File: src/rtl/insn_ctrl_pkg.sv
package insn_ctrl_pkg;

   localparam int OP_W  = 6;
   localparam int FN_W  = 6;
   localparam int AOP_W = 3;

   // major opcodes
   localparam logic [OP_W-1:0] OPC_RR  = 6'b000000;
   localparam logic [OP_W-1:0] OPC_LD  = 6'b100011;
   localparam logic [OP_W-1:0] OPC_ST  = 6'b101011;
   localparam logic [OP_W-1:0] OPC_BEQ = 6'b000100;

   // function codes of the register-register group
   localparam logic [FN_W-1:0] FN_ADD = 6'b100000;
   localparam logic [FN_W-1:0] FN_SUB = 6'b100010;
   localparam logic [FN_W-1:0] FN_AND = 6'b100100;
   localparam logic [FN_W-1:0] FN_OR  = 6'b100101;
   localparam logic [FN_W-1:0] FN_SLT = 6'b101010;

   // ALU operation codes
   localparam logic [AOP_W-1:0] AOP_AND = 3'b000;
   localparam logic [AOP_W-1:0] AOP_OR  = 3'b001;
   localparam logic [AOP_W-1:0] AOP_ADD = 3'b010;
   localparam logic [AOP_W-1:0] AOP_SUB = 3'b110;
   localparam logic [AOP_W-1:0] AOP_SLT = 3'b111;

   typedef enum logic [2:0] {
      CLS_NONE   = 3'd0,
      CLS_RR     = 3'd1,
      CLS_LOAD   = 3'd2,
      CLS_STORE  = 3'd3,
      CLS_BRANCH = 3'd4
   } iclass_e;

   typedef struct packed {
      logic              reg_dst;
      logic              reg_we;
      logic              alu_src;
      logic [AOP_W-1:0]  alu_op;
      logic              mem_we;
      logic              mem_re;
      logic              mem_to_reg;
      logic              pc_sel;
   } ctrl_t;

endpackage

File: src/rtl/insn_class_dec.sv
module insn_class_dec
   import insn_ctrl_pkg::*;
#(
   parameter int OPW = OP_W
) (
   input  logic [OPW-1:0] op_i,
   output iclass_e        cls_o
);

   if (OPW != OP_W) begin : g_bad_opw
      $error("insn_class_dec: OPW must equal the encoded opcode width");
   end

   always_comb begin
      unique case (op_i)
         OPC_RR:  cls_o = CLS_RR;
         OPC_LD:  cls_o = CLS_LOAD;
         OPC_ST:  cls_o = CLS_STORE;
         OPC_BEQ: cls_o = CLS_BRANCH;
         default: cls_o = CLS_NONE;
      endcase
   end

endmodule

File: src/rtl/insn_alu_sel.sv
module insn_alu_sel
   import insn_ctrl_pkg::*;
#(
   parameter int FNW  = FN_W,
   parameter int AOPW = AOP_W
) (
   input  iclass_e         cls_i,
   input  logic [FNW-1:0]  fn_i,
   output logic [AOPW-1:0] alu_op_o,
   output logic            fn_ok_o
);

   if (FNW != FN_W) begin : g_bad_fnw
      $error("insn_alu_sel: FNW must equal the encoded function width");
   end
   if (AOPW != AOP_W) begin : g_bad_aopw
      $error("insn_alu_sel: AOPW must equal the ALU code width");
   end

   logic [AOPW-1:0] rr_op;
   logic            rr_ok;

   // function-field decode, used only by the register-register group
   always_comb begin
      rr_ok = 1'b1;
      unique case (fn_i)
         FN_ADD:  rr_op = AOP_ADD;
         FN_SUB:  rr_op = AOP_SUB;
         FN_AND:  rr_op = AOP_AND;
         FN_OR:   rr_op = AOP_OR;
         FN_SLT:  rr_op = AOP_SLT;
         default: begin
            rr_op = '0;
            rr_ok = 1'b0;
         end
      endcase
   end

   always_comb begin
      unique case (cls_i)
         CLS_RR: begin
            alu_op_o = rr_op;
            fn_ok_o  = rr_ok;
         end
         CLS_LOAD, CLS_STORE: begin
            alu_op_o = AOP_ADD;
            fn_ok_o  = 1'b1;
         end
         CLS_BRANCH: begin
            alu_op_o = AOP_SUB;
            fn_ok_o  = 1'b1;
         end
         default: begin
            alu_op_o = '0;
            fn_ok_o  = 1'b0;
         end
      endcase
   end

endmodule

File: src/rtl/insn_ctrl_dec.sv
module insn_ctrl_dec
   import insn_ctrl_pkg::*;
#(
   parameter int OPW  = OP_W,
   parameter int FNW  = FN_W,
   parameter int AOPW = AOP_W
) (
   input  logic [OPW-1:0]  op_i,
   input  logic [FNW-1:0]  fn_i,
   input  logic            zero_i,
   output logic            reg_dst_o,
   output logic            reg_we_o,
   output logic            alu_src_o,
   output logic [AOPW-1:0] alu_op_o,
   output logic            mem_we_o,
   output logic            mem_re_o,
   output logic            mem_to_reg_o,
   output logic            pc_sel_o
);

   localparam int IN_BITS = OPW + FNW + 1;

   if (IN_BITS != 13) begin : g_bad_inputs
      $error("insn_ctrl_dec: decoder expects 13 input bits");
   end

   iclass_e         cls;
   logic [AOPW-1:0] aop;
   logic            fn_ok;
   ctrl_t           ctl;

   insn_class_dec #(.OPW(OPW)) u_cls (
      .op_i  (op_i),
      .cls_o (cls)
   );

   insn_alu_sel #(.FNW(FNW), .AOPW(AOPW)) u_alu (
      .cls_i    (cls),
      .fn_i     (fn_i),
      .alu_op_o (aop),
      .fn_ok_o  (fn_ok)
   );

   // control word assembly; don't-care fields stay at 0
   always_comb begin
      ctl = '0;
      unique case (cls)
         CLS_RR: begin
            if (fn_ok) begin
               ctl.reg_dst = 1'b1;
               ctl.reg_we  = 1'b1;
               ctl.alu_op  = aop;
            end
         end
         CLS_LOAD: begin
            ctl.reg_we     = 1'b1;
            ctl.alu_src    = 1'b1;
            ctl.alu_op     = aop;
            ctl.mem_re     = 1'b1;
            ctl.mem_to_reg = 1'b1;
         end
         CLS_STORE: begin
            ctl.alu_src = 1'b1;
            ctl.alu_op  = aop;
            ctl.mem_we  = 1'b1;
         end
         CLS_BRANCH: begin
            ctl.alu_op = aop;
            ctl.pc_sel = zero_i;
         end
         default: ctl = '0;
      endcase
   end

   assign reg_dst_o    = ctl.reg_dst;
   assign reg_we_o     = ctl.reg_we;
   assign alu_src_o    = ctl.alu_src;
   assign alu_op_o     = ctl.alu_op;
   assign mem_we_o     = ctl.mem_we;
   assign mem_re_o     = ctl.mem_re;
   assign mem_to_reg_o = ctl.mem_to_reg;
   assign pc_sel_o     = ctl.pc_sel;

endmodule

File: config.mk
export PLATFORM = sky130hd
export DESIGN_NAME = insn_ctrl_dec
export DESIGN_NICKNAME = d
export VERILOG_FILES = /design/src/rtl/insn_ctrl_pkg.sv /design/src/rtl/insn_class_dec.sv /design/src/rtl/insn_alu_sel.sv /design/src/rtl/insn_ctrl_dec.sv
export SDC_FILE = /design/constraint.sdc
export NUM_CORES = 1
export LEC_CHECK = 0
export BUFFER_PORTS_ARGS = -buffer_cell sky130_fd_sc_hd__buf_2
export CORE_AREA = 2 2 39 41
export DETAILED_ROUTE_END_ITERATION = 6
export DIE_AREA = 0 0 41 43
export PLACE_DENSITY_LB_ADDON = 0.1
export SYNTH_ARGS = -nofsm -noshare
export SYNTH_HDL_FRONTEND = slang
export SYNTH_HIERARCHICAL = 1
export SYNTH_SLANG_ARGS = --single-unit
File: constraint.sdc
create_clock -name vclk -period 2.1
set_input_delay 0.105 -clock vclk [all_inputs]
set_output_delay 0.105 -clock vclk [all_outputs]
set_load 0.01 [all_outputs]
# ---- After elaboration in Yosys (flattened, before gate mapping)
# Cells that the tools add are included.
dict set report word_totals {
  in_bits 13
  wordCells 30
  output_inout_bits 10
  ff_bits 0
}
dict set report classes {
  n_eq_ne 12
  muxes 14
  reduce_logical 4
}
# cell n
set op_table {}
lappend op_table {{$eq 6x6->1 const B} 7}
lappend op_table {{$pmux 3 s4} 2}
lappend op_table {{$pmux 3 s3} 1}
lappend op_table {{$eq 3x2->1 const B} 2}
lappend op_table {{$eq 6x3->1 const B} 1}
lappend op_table {{$logic_not 6->1} 1}
lappend op_table {{$pmux 3 s2} 1}
lappend op_table {{$mux 1} 5}
lappend op_table {{$reduce_or 5->1} 1}
lappend op_table {{$mux 2} 2}
lappend op_table {{$pmux 1 s2} 2}
lappend op_table {{$eq 3x1->1 const B} 1}
lappend op_table {{$eq 3x3->1 const B} 1}
lappend op_table {{$mux 3} 1}
lappend op_table {{$reduce_or 3->1} 1}
lappend op_table {{$reduce_or 2->1} 1}

# ---- Logic depth before layout (Yosys ltp)
dict set report depth {
  depth_word 7
  mapped_depth 7
  mapped_depth_nobuf 7
}

# ---- Hierarchy
# Netlist, hierarchy kept.
# mod area_each_um2 instances cells_per_inst seq_area_each_um2
set by_module_without_submodules {}
lappend by_module_without_submodules {insn_alu_sel 106.4 1 17 0.0}
lappend by_module_without_submodules {insn_ctrl_dec 98.8 1 15 0.0}
lappend by_module_without_submodules {insn_class_dec 42.5 1 6 0.0}

# ---- Worst setup path before layout
# No wires, ideal clock.
dict set report synth_path {
  path_type {input -> output}
  startpoint {input port op_i[0]}
  endpoint {output port alu_op_o[0]}
  setup_slack_ns -0.248
  path_buffers 0
  stages 7
  t_required_ns 1.995
  t_arrival_ns 2.243
  path_cell_list {or4_4 -> a211oi_1 -> and3b_2 -> o211ai_1 -> a21oi_1 -> a211oi_1 -> nor3b_1}
}
dict set report synth_via {
  elab_chain_cells 7
  elab_cells_between_ends 15
  cone_classes {7 x eq/ne; 5 x mux; 3 x reduce/logical}
}
# item line
set synth_rtl {}
lappend synth_rtl {{start, declared} insn_ctrl_dec.sv:8} ;# input logic [OPW-1:0] op_i,
lappend synth_rtl {{$eq 6x3->1 (tied with other cells)} insn_class_dec.sv:15} ;# unique case (op_i)
lappend synth_rtl {{$pmux 3 s4 *} insn_class_dec.sv:15}
lappend synth_rtl {{via cls[0]} insn_ctrl_dec.sv:27} ;# iclass_e cls;
lappend synth_rtl {{$eq 3x2->1 or $eq 3x3->1 (tied branches)} insn_alu_sel.sv:40} ;# unique case (cls_i)
lappend synth_rtl {{$reduce_or 3->1 (no line)} --}
lappend synth_rtl {{$pmux 1 s2 *} insn_alu_sel.sv:40}
lappend synth_rtl {{via fn_ok} insn_ctrl_dec.sv:29} ;# logic fn_ok;
lappend synth_rtl {{$mux 3 *} insn_ctrl_dec.sv:49} ;# if (fn_ok) begin
lappend synth_rtl {{$pmux 3 s2 *} insn_ctrl_dec.sv:47} ;# unique case (cls)
lappend synth_rtl {{end, declared} insn_ctrl_dec.sv:14} ;# output logic [AOPW-1:0] alu_op_o,
# The timed path passes the listed nets; every way through them passes the cells marked *.

# ---- Worst setup path in the final report
dict set report layout_path {
  startpoint {input port op_i[3]}
  endpoint {output port reg_we_o}
}
dict set report layout_via {
  elab_chain_cells 7
  elab_cells_between_ends 13
  cone_classes {7 x eq/ne; 4 x mux; 2 x reduce/logical}
}
# item line
set layout_rtl {}
lappend layout_rtl {{$eq 6x3->1 (tied with other cells)} insn_class_dec.sv:15}
lappend layout_rtl {{$pmux 3 s4 *} insn_class_dec.sv:15}
lappend layout_rtl {{via cls[0]} insn_ctrl_dec.sv:27}
lappend layout_rtl {{$eq 3x2->1 or $eq 3x3->1 (tied branches)} insn_alu_sel.sv:40}
lappend layout_rtl {{$reduce_or 3->1 (no line)} --}
lappend layout_rtl {{$pmux 1 s2 *} insn_alu_sel.sv:40}
lappend layout_rtl {{via fn_ok} insn_ctrl_dec.sv:29}
lappend layout_rtl {{$mux 2 *} insn_ctrl_dec.sv:49}
lappend layout_rtl {{$pmux 1 s2 *} insn_ctrl_dec.sv:47}
lappend layout_rtl {{end, declared} insn_ctrl_dec.sv:12} ;# output logic reg_we_o,
# Marked as above.

==> flow_metrics.py <==
metrics = {
    "routing": {
        "drc": 0,
        "drt_iter0_drc": 4,
        "vias_per_cell": 4.55,
        "route.detailed.wl_per_inst_um": 9.02,
        "drt-pass1-iter-count": 4,
        "drt-total-wl_um": 794,
        "ant_nets": 0,
        "vias": 400,
    },
    "synth": {
        "seq_area_frac_synth_pct": 0,
        "syn_nets": 51,
        "syn_inst": 38,
        "synthTopCellsByArea": "nor3b_1, a21oi_1, nand2b_1, a211oi_1, nor2_1",
        "syn_area_um2": 248,
        "syn_area_per_cell_um2": 6.52,
        "synth_top_area_share_pct": 12.1,
        "synth-warning-count": 6,
        "yosysTopAreaCell": "nor3b_1",
        "synth.distinct_cells": 22,
        "synthTopCellsByCount": "a21oi_1, nor2_1, nor3b_1, nand2b_1",
    },
    "timing": {
        "finalCriticalPeriod_ps": 2090,
        "setup_viol_count_final": 0,
        "worstMarginPinSlew_ps": 335,
        "drv_slew": 0,
        "fmax_mhz": 477,
        "fin_crit_sh_pct": 99.7,
        "hold_viol": 0,
        "slew-limit-headroom_pct": 77.6,
        "rsz0062_at_grt": "yes",
    },
    "cells_and_area": {
        "design.seq.count": 0,
        "area_growth_pct": 107,
        "layout-drive-gt1-share_pct": 63.9,
        "diodes": 0,
        "fin_nets": 87,
        "postLayoutCellArea_um2": 513,
        "stdcell_count": 88,
        "clockBufferCount": 0,
        "regArea_um2": 0,
    },
    "setup_path": {
        "crit_type": "in2out",
        "crit_path_start": "op_i[3]",
        "cp-end-kind": "output pin",
        "arrival_ps": 1990,
        "worstPathRequired_ps": 2000,
        "critPathLaunchType": "input port",
        "critPathMaxFanout": 3,
    },
    "worst_hold_path": {
        "worstHoldPathCells": 4,
        "worstHoldPathType": "in2out",
        "min_from": "zero_i",
    },
    "placed_design": {
        "port_buffers": 23,
        "gp_congestion": 0.693,
        "dp_hpwl_um": 691,
        "post_dp_cell_area_um2": 490,
        "place_inst": 89,
    },
    "clocking": {
        "postCtsHoldBufs": 0,
        "post_cts_buffers": 0,
    },
    "flow_run": {
        "maxCapViolations": 0,
    },
    "die": {
        "num_rows": 14,
        "die_area_um2": 1760,
        "core_area_um2": 1380,
        "start_util_pct": 17.9,
        "die_w_um": 41,
        "die_h_um": 43,
        "top_level_ports": 23,
    },
    "grt": {
        "first_global_vias": 295,
        "grt_max_degree": 10,
        "grt_usage_pct": 8.81,
        "grt_pass1_wl_um": 1170,
        "grt_overflow": 0,
        "antenna_found_initial": 0,
    },
    "power_and_ir_drop": {
        "cellLeakagePower_nw": 0.238,
        "ir_drop_v": 0.0000410,
        "cellPowerDensity_nw_per_um2": 85.3,
    },
    "outcome": {
        "status": "finished clean",
    },
}
## kinds of logic after synthesis
| group | synth area share (%) |
|---|---|
| and+or+nand+nor | 71.2 |
| buffers and inverters | 3.03 |
| AOI/OAI and AO/OA | 25.8 |
## routing by layer
layer / routed length, um / track usage, % / part of all wire (%) / vias to the layer above
li1: - / - / - / 217
met1: 387 / 12.7 / 49 / 168
met2: 349 / 15.0 / 44 / 15
met3: 58 / 0 / 7.3 / 0
met4: 0 / 0 / 0 / 0
met5: 0 / 0 / 0 / -
## metrics by stage
stage | hold WS, ps | TNS (ps) | setup slack, ps | utilization (%) | power (mW)
detailed placement | 517 | -188 | -79.9 | 35.4 | 0.0426
floorplan | 312 | 0 | 32.1 | - | 0.0142
finish | 513 | 0 | 5.63 | 37.1 | 0.0438
CTS | 517 | -33.5 | -15.6 | 37.1 | 0.0443
global route | 556 | -417 | -130 | 37.1 | 0.0488
global placement | 516 | -233 | -74.8 | 35.4 | 0.0426
## what timing repair did
| item | CTS | global route |
|---|---|---|
| setup endpoints to repair | 4 | 5 |
| pin swaps | 5 | 4 |
| gates cloned | 0 | 0 |
| resized for setup | 6 | 0 |
## where the power goes
group	switching, mW	leakage [nW]	internal, mW
clock	0	0	0
combinational	0.0190	0.238	0.0248
sequential	0	0	0
total	0.0190	0.238	0.0248
## worst max-delay path: stages
cell and delay [ps]:
buf_6 90, or4_4 540, a211oi_4 240, and3b_2 220, o211ai_1 120, a21oi_2 200, buf_4 130, nand3b_1 80
a21oi_1 130, buf_2 140
## placed cells by master (no fill, tap or decap), drive strengths merged, types with 2 or more instances in the layout
master	synthesis	final
nor2b	2	2
a211oi	2	2
o21a	2	2
buf	1	35
nor3b	4	4
nand2	2	2
nand3	2	2
nor2	4	4
a21oi	4	4
nand2b	3	3
nor3	2	2
## worst paths after layout
| kind | endpoint | slack (ps) |
|---|---|---|
| hold / removal | pc_sel_o | 510 |
| setup / recovery | reg_we_o | 6 |
## cell type report
type / instances / area, um^2
fillers: 158 / 871
multi-input cells: 37 / 282
repair buffers: 35 / 211
well taps: 16 / 20.0
Power figures use the tool's default switching activity.
